**src/rtl/afc_pkg.sv**
```systemverilog
// Package: shared constants and types for the destination address filter.
// Assumes a 16-bit memory word and a 48-bit station address.
package afc_pkg;
    localparam int WORD_W   = 16;
    localparam int MAC_W    = 48;
    localparam int CNT_BITS = 5;
    localparam int DESC_WORDS = 4;

    typedef enum logic [1:0] {
        LD_IDLE,
        LD_EVAL,
        LD_REQ,
        LD_CAP
    } ld_state_t;

    typedef struct packed {
        logic accept;
        logic mcast;
        logic bcast;
    } filt_res_t;
endpackage

```
**src/rtl/cam_store.sv**
```systemverilog
// Module: cam_store
// Holds the exact-match address table and its enable mask, compares a key
// against every enabled entry in parallel and provides a readback port.
// Assumes at most one write source (the loader) per cycle.
module cam_store
    import afc_pkg::*;
#(
    parameter int N_ENTRIES = 16,
    localparam int IDX_W = $clog2(N_ENTRIES)
) (
    input  logic                 clk,
    input  logic                 rst_n,
    input  logic                 wr_en,
    input  logic [IDX_W-1:0]     wr_idx,
    input  logic [MAC_W-1:0]     wr_data,
    input  logic                 mask_wr,
    input  logic [N_ENTRIES-1:0] mask_data,
    input  logic [MAC_W-1:0]     key,
    output logic                 hit,
    input  logic [IDX_W-1:0]     rd_idx,
    output logic [MAC_W-1:0]     rd_entry
);
    logic [MAC_W-1:0]     ent_q [N_ENTRIES];
    logic [N_ENTRIES-1:0] mask_q;
    logic [N_ENTRIES-1:0] match;

    // Table storage: one entry written per loader beat.
    always_ff @(posedge clk) begin
        if (!rst_n) begin
            for (int i = 0; i < N_ENTRIES; i++) ent_q[i] <= '0;
        end else if (wr_en) begin
            ent_q[wr_idx] <= wr_data;
        end
    end

    // Enable mask register, written once at the end of each load.
    always_ff @(posedge clk) begin
        if (!rst_n)       mask_q <= '0;
        else if (mask_wr) mask_q <= mask_data;
    end

    // Parallel comparators, one per entry.
    for (genvar g = 0; g < N_ENTRIES; g++) begin : g_cmp
        assign match[g] = mask_q[g] && (ent_q[g] == key);
    end

    assign hit      = |match;
    assign rd_entry = ent_q[rd_idx];
endmodule

```
**src/rtl/cam_loader.sv**
```systemverilog
// Module: cam_loader
// Walks a descriptor list in memory and writes table entries, then the
// enable mask. Assumes read data arrives exactly one cycle after mem_rd.
module cam_loader
    import afc_pkg::*;
#(
    parameter int ADDR_W    = 16,
    parameter int N_ENTRIES = 16,
    localparam int IDX_W      = $clog2(N_ENTRIES),
    localparam int WORD_BYTES = WORD_W / 8,
    localparam int DESC_BYTES = DESC_WORDS * WORD_BYTES
) (
    input  logic                 clk,
    input  logic                 rst_n,
    input  logic                 start,
    input  logic [15:0]          count,
    input  logic [ADDR_W-1:0]    base,
    output logic                 mem_rd,
    output logic [ADDR_W-1:0]    mem_addr,
    input  logic [WORD_W-1:0]    mem_rdata,
    output logic                 wr_en,
    output logic [IDX_W-1:0]     wr_idx,
    output logic [MAC_W-1:0]     wr_data,
    output logic                 mask_wr,
    output logic [N_ENTRIES-1:0] mask_data,
    output logic                 busy,
    output logic                 done
);
    ld_state_t            state_q;
    logic [CNT_BITS-1:0]  cnt_q;
    logic [ADDR_W-1:0]    ptr_q;
    logic [IDX_W-1:0]     idx_q;
    logic [1:0]           widx_q;
    logic                 mask_phase_q;
    logic [2*WORD_W-1:0]  acc_q;
    logic                 done_q;

    // Sequencer: evaluate count, request a word, capture it, repeat.
    always_ff @(posedge clk) begin
        if (!rst_n) begin
            state_q      <= LD_IDLE;
            cnt_q        <= '0;
            ptr_q        <= '0;
            idx_q        <= '0;
            widx_q       <= '0;
            mask_phase_q <= 1'b0;
            acc_q        <= '0;
            done_q       <= 1'b0;
        end else begin
            case (state_q)
                LD_IDLE: begin
                    if (start) begin
                        cnt_q   <= count[CNT_BITS-1:0];
                        ptr_q   <= base;
                        idx_q   <= '0;
                        done_q  <= 1'b0;
                        state_q <= LD_EVAL;
                    end
                end
                LD_EVAL: begin
                    mask_phase_q <= (cnt_q == '0);
                    widx_q       <= (cnt_q == '0) ? 2'd0 : 2'd1;
                    state_q      <= LD_REQ;
                end
                LD_REQ: begin
                    state_q <= LD_CAP;
                end
                default: begin
                    if (mask_phase_q) begin
                        done_q  <= 1'b1;
                        state_q <= LD_IDLE;
                    end else if (widx_q == 2'd3) begin
                        cnt_q   <= cnt_q - 1'b1;
                        ptr_q   <= ptr_q + ADDR_W'(DESC_BYTES);
                        idx_q   <= idx_q + 1'b1;
                        state_q <= LD_EVAL;
                    end else begin
                        if (widx_q == 2'd1) acc_q[WORD_W-1:0]        <= mem_rdata;
                        else                acc_q[2*WORD_W-1:WORD_W] <= mem_rdata;
                        widx_q  <= widx_q + 1'b1;
                        state_q <= LD_REQ;
                    end
                end
            endcase
        end
    end

    assign mem_rd    = (state_q == LD_REQ);
    assign mem_addr  = ptr_q + (ADDR_W'(widx_q) * ADDR_W'(WORD_BYTES));
    assign wr_en     = (state_q == LD_CAP) && !mask_phase_q && (widx_q == 2'd3);
    assign wr_idx    = idx_q;
    assign wr_data   = {mem_rdata, acc_q};
    assign mask_wr   = (state_q == LD_CAP) && mask_phase_q;
    assign mask_data = mem_rdata[N_ENTRIES-1:0];
    assign busy      = (state_q != LD_IDLE);
    assign done      = done_q;
endmodule

```
**src/rtl/mode_filter.sv**
```systemverilog
// Module: mode_filter
// Applies the mode rules in fixed priority ahead of the table match and
// registers the result. Assumes mode inputs are steady with req_valid.
module mode_filter
    import afc_pkg::*;
(
    input  logic             clk,
    input  logic             rst_n,
    input  logic             req_valid,
    input  logic [MAC_W-1:0] key,
    input  logic             promisc_en,
    input  logic             allmc_en,
    input  logic             bcast_en,
    input  logic             cam_hit,
    input  logic             blocked,
    output logic             res_valid,
    output filt_res_t        res
);
    filt_res_t nxt;

    // Priority decision: individual, group, all-ones, then table.
    always_comb begin
        nxt = '0;
        if (!blocked) begin
            if (promisc_en && !key[0]) begin
                nxt.accept = 1'b1;
            end else if (allmc_en && key[0]) begin
                nxt.accept = 1'b1;
                nxt.mcast  = 1'b1;
            end else if (bcast_en && (&key)) begin
                nxt.accept = 1'b1;
                nxt.bcast  = 1'b1;
            end else if (cam_hit) begin
                nxt.accept = 1'b1;
            end
        end
    end

    // Result register: one pulse per request, cleared otherwise.
    always_ff @(posedge clk) begin
        if (!rst_n) begin
            res_valid <= 1'b0;
            res       <= '0;
        end else begin
            res_valid <= req_valid;
            res       <= req_valid ? nxt : '0;
        end
    end
endmodule

```
**src/rtl/addr_filter_cam.sv**
```systemverilog
// Module: addr_filter_cam
// Top of the destination address filter: loader, table and mode filter.
// Assumes a word-read memory with one-cycle latency.
module addr_filter_cam
    import afc_pkg::*;
#(
    parameter int ADDR_W    = 16,
    parameter int N_ENTRIES = 16,
    localparam int IDX_W = $clog2(N_ENTRIES)
) (
    input  logic              clk,
    input  logic              rst_n,
    input  logic              load_start,
    input  logic [15:0]       load_count,
    input  logic [ADDR_W-1:0] load_base,
    output logic              mem_rd,
    output logic [ADDR_W-1:0] mem_addr,
    input  logic [15:0]       mem_rdata,
    output logic              load_busy,
    output logic              load_done,
    input  logic              in_reset,
    input  logic [IDX_W-1:0]  rd_ptr,
    output logic [47:0]       rd_data,
    input  logic              req_valid,
    input  logic [47:0]       req_addr,
    input  logic              promisc_en,
    input  logic              allmc_en,
    input  logic              bcast_en,
    output logic              res_valid,
    output logic              res_accept,
    output logic              res_mcast,
    output logic              res_bcast
);
    logic                 wr_en;
    logic [IDX_W-1:0]     wr_idx;
    logic [MAC_W-1:0]     wr_data;
    logic                 mask_wr;
    logic [N_ENTRIES-1:0] mask_data;
    logic                 cam_hit;
    logic [MAC_W-1:0]     rd_entry;
    filt_res_t            res;

    cam_loader #(.ADDR_W(ADDR_W), .N_ENTRIES(N_ENTRIES)) u_loader (
        .clk(clk), .rst_n(rst_n), .start(load_start), .count(load_count),
        .base(load_base), .mem_rd(mem_rd), .mem_addr(mem_addr),
        .mem_rdata(mem_rdata), .wr_en(wr_en), .wr_idx(wr_idx),
        .wr_data(wr_data), .mask_wr(mask_wr), .mask_data(mask_data),
        .busy(load_busy), .done(load_done)
    );

    cam_store #(.N_ENTRIES(N_ENTRIES)) u_store (
        .clk(clk), .rst_n(rst_n), .wr_en(wr_en), .wr_idx(wr_idx),
        .wr_data(wr_data), .mask_wr(mask_wr), .mask_data(mask_data),
        .key(req_addr), .hit(cam_hit), .rd_idx(rd_ptr), .rd_entry(rd_entry)
    );

    mode_filter u_filter (
        .clk(clk), .rst_n(rst_n), .req_valid(req_valid), .key(req_addr),
        .promisc_en(promisc_en), .allmc_en(allmc_en), .bcast_en(bcast_en),
        .cam_hit(cam_hit), .blocked(load_busy), .res_valid(res_valid),
        .res(res)
    );

    assign rd_data    = in_reset ? rd_entry : '0;
    assign res_accept = res.accept;
    assign res_mcast  = res.mcast;
    assign res_bcast  = res.bcast;
endmodule

```
**config.mk**
```make
export PLATFORM = sky130hd
export DESIGN_NAME = addr_filter_cam
export DESIGN_NICKNAME = d
export VERILOG_FILES = /design/src/rtl/afc_pkg.sv /design/src/rtl/cam_store.sv /design/src/rtl/cam_loader.sv /design/src/rtl/mode_filter.sv /design/src/rtl/addr_filter_cam.sv
export SDC_FILE = /design/constraint.sdc
export NUM_CORES = 2
export LEC_CHECK = 0
export BUFFER_PORTS_ARGS = -buffer_cell sky130_fd_sc_hd__buf_2
export CORE_ASPECT_RATIO = 1.4
export CORE_MARGIN = 4
export CORE_UTILIZATION = 45
export CTS_BUF_LIST = sky130_fd_sc_hd__clkbuf_8
export DETAILED_ROUTE_END_ITERATION = 8
export HOLD_SLACK_MARGIN = 0.1
export PLACE_DENSITY = 0.64
export SYNTH_ARGS = -nofsm -noshare
export SYNTH_HDL_FRONTEND = slang
export SYNTH_HIERARCHICAL = 1
export SYNTH_SLANG_ARGS = --single-unit
```
**constraint.sdc**
```tcl
create_clock -name clk -period 8.8 [get_ports clk]
set_input_delay 0.44 -clock clk [delete_from_list [all_inputs] [get_ports clk]]
set_output_delay 0.44 -clock clk [all_outputs]
set_load 0.05 [all_outputs]
```
# Word-level counts from Yosys, hierarchy flattened
# Memory sizes are Yosys's and may differ from the RTL's.
# Index checks and enable logic that the tools add are counted.
[totals]
romBits = 0
in_bits = 108
n_memories = 1
ram_bits = 768
reg_bits = 83
latchBits = 0
word_cells = 133
[mem_list]
columns = ["memory", "depth", "word_bits", "read_ports", "rd_ports_with_merged_regs", "write_ports", "line", "rtl"]
rows = [
  ["u_store.ent_q", 16, 48, 17, 0, 16, "cam_store.sv:23", "logic [MAC_W-1:0] ent_q [N_ENTRIES];"],
]
[op_classes]
shifts = 0
eq_ne = 25
n_bitwise = 8
order_cmp = 0
reduce_logical = 43
n_addsub = 5
mul = 0
n_mux = 37
div_mod_pow = 0
[ops]
columns = ["cell", "n"]
rows = [
  ["48-bit == test", 16],
  ["48-bit two-way mux", 2],
  ["16-bit two-way mux", 3],
  ["48-bit AND reduction", 1],
  ["48-bit OR reduction", 1],
  ["16-bit case mux with 2 select lines", 1],
  ["1-bit logical AND", 22],
  ["16-bit by 3-bit adder with 16-bit output", 1],
  ["16-bit by 4-bit adder with 16-bit output (second input constant)", 1],
  ["4-bit two-way mux", 4],
  ["16-bit OR reduction", 1],
  ["5-bit two-way mux", 3],
  ["1-bit two-way mux", 14],
  ["4-bit AND reduction", 3],
  ["2-bit two-way mux", 5],
  ["5-bit case mux with 2 select lines", 1],
  ["2-bit != test (second input constant)", 4],
  ["1-bit inverter", 8],
  ["4-bit case mux with 2 select lines", 1],
  ["2-bit == test (second input constant)", 3],
  ["2-bit case mux with 3 select lines", 1],
  ["3-bit AND reduction", 2],
  ["2-bit nonzero test", 3],
  ["3-bit OR reduction", 2],
  ["12 further kinds", 15],
]

# Depth between registers and ports, before layout
[logic_depth]
ltp_word = 8
mapped_depth = 11
ltp_nobuf = 9

# Hierarchy
# Netlist, hierarchy kept.
[by_module_without_submodules]
columns = ["mod", "instances", "cells_per_inst", "seq_area_each_um2", "area_per_inst_um2"]
rows = [
  ["cam_store", 1, 3233, 23382.4, 43704.4],
  ["cam_loader", 1, 446, 1261.2, 3444.6],
  ["addr_filter_cam", 1, 53, 0.0, 370.4],
  ["mode_filter", 1, 31, 80.1, 230.2],
]

# Worst setup path before layout
# OpenSTA, ideal clock, no wires.
[synth_path]
path_type = "flip-flop to flip-flop"
startpoint = "register u_loader.widx_q[0]"
endpoint = "memory u_store.ent_q[3][0], enable pin"
path_stages_with_launch = 8
path_slack_ns = 3.482
setup_ns = 0.520
synth_period_minus_slack_ns = 5.318
n_path_buf = 1
t_arrival_ns = 4.798
cell_sequence = "dfxtp_1 -> ha_1 -> nand2b_1 -> nor2_1 -> nand2_1 -> or3_1 -> clkbuf_1 -> o21ai_0"
[synth_lines]
columns = ["element", "line", "rtl"]
rows = [
  ["start, declared", "cam_loader.sv:33", "logic [1:0] widx_q;"],
  ["start signal, assigned", "cam_loader.sv:62", "widx_q <= (cnt_q == '0) ? 2'd0 : 2'd1;"],
  ["start signal, assigned", "cam_loader.sv:80", "widx_q <= widx_q + 1'b1;"],
  ["end, declared", "cam_store.sv:23", ""],
]

==> reports/results.txt <==
The flow ran to the end, but the final reports show violations. The checks that failed: capacitance limit, slew limit. Mean area per synthesized cell: 12.7 µm². The first global-routing pass estimated 338 mm of wire. Buffers added to address setup during post-CTS repair amount to 0. In this run, post-CTS repair resized a total of 0 instances. For the part of the power in combinational logic, the log shows 0.195. The detailed-route wire length per cell is 49.4 µm, and the number of violations reported at the end of detailed-routing iteration 0 is 7341. The switching power share of the total was 0.338. Setup repair after global routing left no endpoint under its margin.

After detailed placement, the design holds a cell count of 5029. In the layout the commonest cells are sky130_fd_sc_hd__and2_1, sky130_fd_sc_hd__edfxtp_1, sky130_fd_sc_hd__xnor2_1. For the worst setup path, the data required time is 9.30 ns. The endpoint kind of the worst setup timing path was a flip-flop. Detailed-route via count: 36600. In the final layout, flip-flops and latches occupy 24700 µm². TritonCTS built the clock tree. The logs give 141 for the standard-cell row count and 5.06 ns for the signal arrival time at the worst endpoint. The logs give 6 for the Yosys warning count and 0.90 ns for the clock latency on the worst-skew pair. After routing the design area is 52900 µm². The cell area after synthesis was 47700 µm²; the time the worst path needs with I/O delays and setup was 4.56 ns.

The number of register bits inferred by synthesis was 851; the remaining antenna violation count after routing was 0. The number of I/O port buffers works out to 167. The critical path is of the reg2reg type. The tools report the number of antenna violations at the first check in global routing as 54.

In this run the cell area measured after placement is 49700 µm². The max-slew violation total from the final report was 12; the number of standard cells in the layout, taps in and fillers out was 5351. The run gives 0.297 mV as the peak supply drop. The highest routing layer actually used is met5. In this run the worst path has a maximum fanout of 49. The count of flip-flops with a built-in enable after synthesis works out to 768. The clock arrives with 0.0328 ns of skew.

The part of the total power dissipated in sequential elements came out at 0.466. For the number of CTS-inserted buffers, the log shows 143. Ranked by total cell area, the synthesized netlist is headed by sky130_fd_sc_hd__edfxtp_1, sky130_fd_sc_hd__mux4_2, sky130_fd_sc_hd__and2_1.

The tools report the met3 wirelength from detailed routing as 31.7 mm. After routing, the total negative slack on setup checks comes to 0 ns. The max-slew headroom at the worst pin is -0.0644. The adder and majority gate portion of the synthesized area was 0.00383; the relative contribution of the clock network to total power was 0.339. Summed over all layers, the global routing overflow is 0. The overall power consumption is 10.3 mW.

Fill cells in the final layout number 9271. In the routed layout, each cell is associated on average with a via count of 6.84. Yosys mapped the design onto 69 distinct sky130hd cell types. The tools report the routed wire length as 264 mm. The tightest min-delay check is of the in2reg type. The switching power summed over all nets came out at 3.48 mW. Across the run, the number of max-cap violations was 2. For the boundary pin count, the log shows 179. The post-synthesis simple-gate area fraction was 0.165.

The tools report the cell-internal power as 6.82 mW. The tools report the root cell of the clock tree as sky130_fd_sc_hd__clkbuf_8. For the effective utilization at floorplan, the log shows 0.453.

Entering global routing, the biggest net connects 102 pins. The die height was 393 µm. Async set-or-reset flop fraction in the synthesized netlist: 0.

The area fraction of the dominant cell type after synthesis is 0.483, and the synthesized-area fraction occupied by ao, oa, aoi and oai cells is 0.0263. The logs give 0.219 GHz for the highest attainable clock frequency and 0.501 for the fraction of the core area covered by cells at the end of the flow. The element type at the critical path start is a flip-flop.

The most numerous cell type found on the critical path is sky130_fd_sc_hd__buf_4. The synthesized-area fraction occupied by xor and xnor cells was 0.133; the total power density per cell area was 195 nW/µm². Clock-pin slew was measured on the worst setup and hold paths at 0.06 ns. For this run, the slowest stage of the critical path takes 0.76 ns.

When the netlist entered floorplanning its net count stood at 3885. The critical path goes through ha_1 > nand2b_1 > nor2_1 > nand2_1 > or3_1 > nor3_2 > buf_4 > nand2b_4 > buf_4. At the pin with the least slew margin, the transition time is 1.60 ns. The number of failing hold endpoints at the final stage was 0; the sum of met2 wire segment lengths after detailed routing was 114 mm.

Compared with the post-synthesis result, the final layout area differs by 10.7%. The logs give 34200 for the via count of the first global-routing pass and 87.6 mm for the wire length the detailed router placed on met1. For the sequential area share after synthesis, the log shows 0.518. The HPWL reported at the end of detailed placement was 189 mm; the number of detailed-routing iterations run before antenna repair was 6.

The most used flip-flop cell after synthesis is sky130_fd_sc_hd__edfxtp_1. The slowest stage of the critical path is the sky130_fd_sc_hd__buf_4 cell. Placeable core region: 105000 µm². The final layout contains 3977 nets. CTS saw 851 sinks.

The clock passes through at most 3 buffers. The die extent in x was 283 µm; the mux share of post-synthesis cell area was 0.118. The fraction of layout instances using a drive strength above 1 is 0.191. The period utilization works out to 0.518. The weighted congestion reported at the end of routability-driven placement came out at 1.09. Combinational family with the most area after synthesis: simple AND/OR/NAND/NOR gates. In the synthesized netlist, the number of instances is 3763.

Setup violations remaining at the end of the flow were counted as 0. After detailed routing, the number of remaining DRC violations is 0. The clock tree synthesis step divided the H-tree into 4 levels. The run gives 0.464 as the overall global routing resource usage.

The biggest area contributor in the post-synthesis netlist is sky130_fd_sc_hd__edfxtp_1. The logs give 21600 µm² for the area taken by multi-input logic gates and 19.1 nW for the cell leakage power. The floorplan step defined a die boundary enclosing 111000 µm². Leaving out fill and tap cells, the most frequent cell in the layout is sky130_fd_sc_hd__and2_1.
[registers in the layout, summed over array words and instances (netlist names)]
signal                 cells
u_store/ent_q            768
u_loader/acc_q            32
u_loader/ptr_q            16
u_store/mask_q            16
u_loader/cnt_q             5
u_loader/wr_idx            4
u_filter/res               3
u_loader/state_q           2
u_loader/widx_q            2
u_filter/res_valid         1
u_loader/done              1
u_loader/mask_phase_q      1
[worst paths after layout]
path                                        endpoint  slack (ns)               start  depth (start not counted)
worst max-delay path            u_store/ent_q[0][37]        4.24  u_loader/widx_q[0]                          9
worst min-delay path              u_store/mask_q[14]        0.17               rst_n                          2
worst max register to register  u_store/ent_q[0][37]        4.24  u_loader/widx_q[0]                          9
worst min register to register     u_loader/cnt_q[1]        0.47   u_loader/cnt_q[1]                          2
[per-stage QoR]
step	hold WS (ns)	worst slack, ns
finish	0.167	4.24
global route	0.117	4.21
CTS	0.104	4.27
detailed placement	0.463	4.30
global placement	0.460	4.35
floorplan	0.445	3.48
[Yosys cell counts (36+ instances only)]
library cell / number
sky130_fd_sc_hd__edfxtp_1: 768
sky130_fd_sc_hd__mux4_2: 240
sky130_fd_sc_hd__inv_1: 44
sky130_fd_sc_hd__nor4_1: 111
sky130_fd_sc_hd__nor2_1: 51
sky130_fd_sc_hd__xor2_1: 357
sky130_fd_sc_hd__buf_4: 36
sky130_fd_sc_hd__nand4_1: 124
sky130_fd_sc_hd__buf_2: 72
sky130_fd_sc_hd__nand2_1: 112
sky130_fd_sc_hd__o21ai_0: 38
sky130_fd_sc_hd__a21oi_1: 54
sky130_fd_sc_hd__dfxtp_1: 83
sky130_fd_sc_hd__xnor2_1: 366
sky130_fd_sc_hd__and2_1: 797
sky130_fd_sc_hd__clkbuf_1: 212
[cell families (layout without fill, tap and decap cells)]
logic type                 Yosys count  count (layout)
xor gates and xnor gates           723             723
and+or+nand+nor                   1322            1322
AOI/OAI and AO/OA                  193             193
adders and majority gates           14              14
buffers and inverters              399             601
muxes                              261             261
DFF                                851             851
other                                0              28
[metal layers]
| metal | vias up | GRT usage |
|---|---|---|
| li1 | 13700 | - |
| met4 | 16 | 0.408 |
| met2 | 3498 | 0.694 |
| met5 | - | 0 |
| met3 | 903 | 0.129 |
| met1 | 18500 | 0.549 |
[critical path, delay by kind of cell (launching register included)]
family | cells | cell delay [ns]
AND/OR/NAND/NOR | 6 | 1.92
buffers and inverters | 2 | 1.42
flip-flops | 1 | 0.42
adder cells (fa/ha/maj) | 1 | 0.31
[layout make-up]
cell class / count / area share
sequential: 851 / 0.468
timing repair buffer: 291 / 0.0362
tap: 1358 / 0.0321
inverter: 55 / 0.00400
clock buffer: 164 / 0.0427
multi-input combinational: 2513 / 0.408
clock inverter: 91 / 0.00795
antenna: 28 / 0.00133
[power by group through the flow]
stage / clock [mW] / combinational, mW / sequential, mW
detailed placement: 0 / 1.91 / 4.87
CTS: 3.48 / 1.92 / 4.79
floorplan: 0 / 1.07 / 4.78
finish: 3.48 / 2.01 / 4.80
global route: 3.65 / 1.99 / 4.81
global placement: 0 / 1.91 / 4.86
[repair_timing]
| item | in CTS | in global routing |
|---|---|---|
| hold buffers | 39 | 0 |
| hold endpoints to repair | 59 | 0 |
| endpoints found under the setup margin | 0 | 0 |
(Power assumes the default switching activity.)
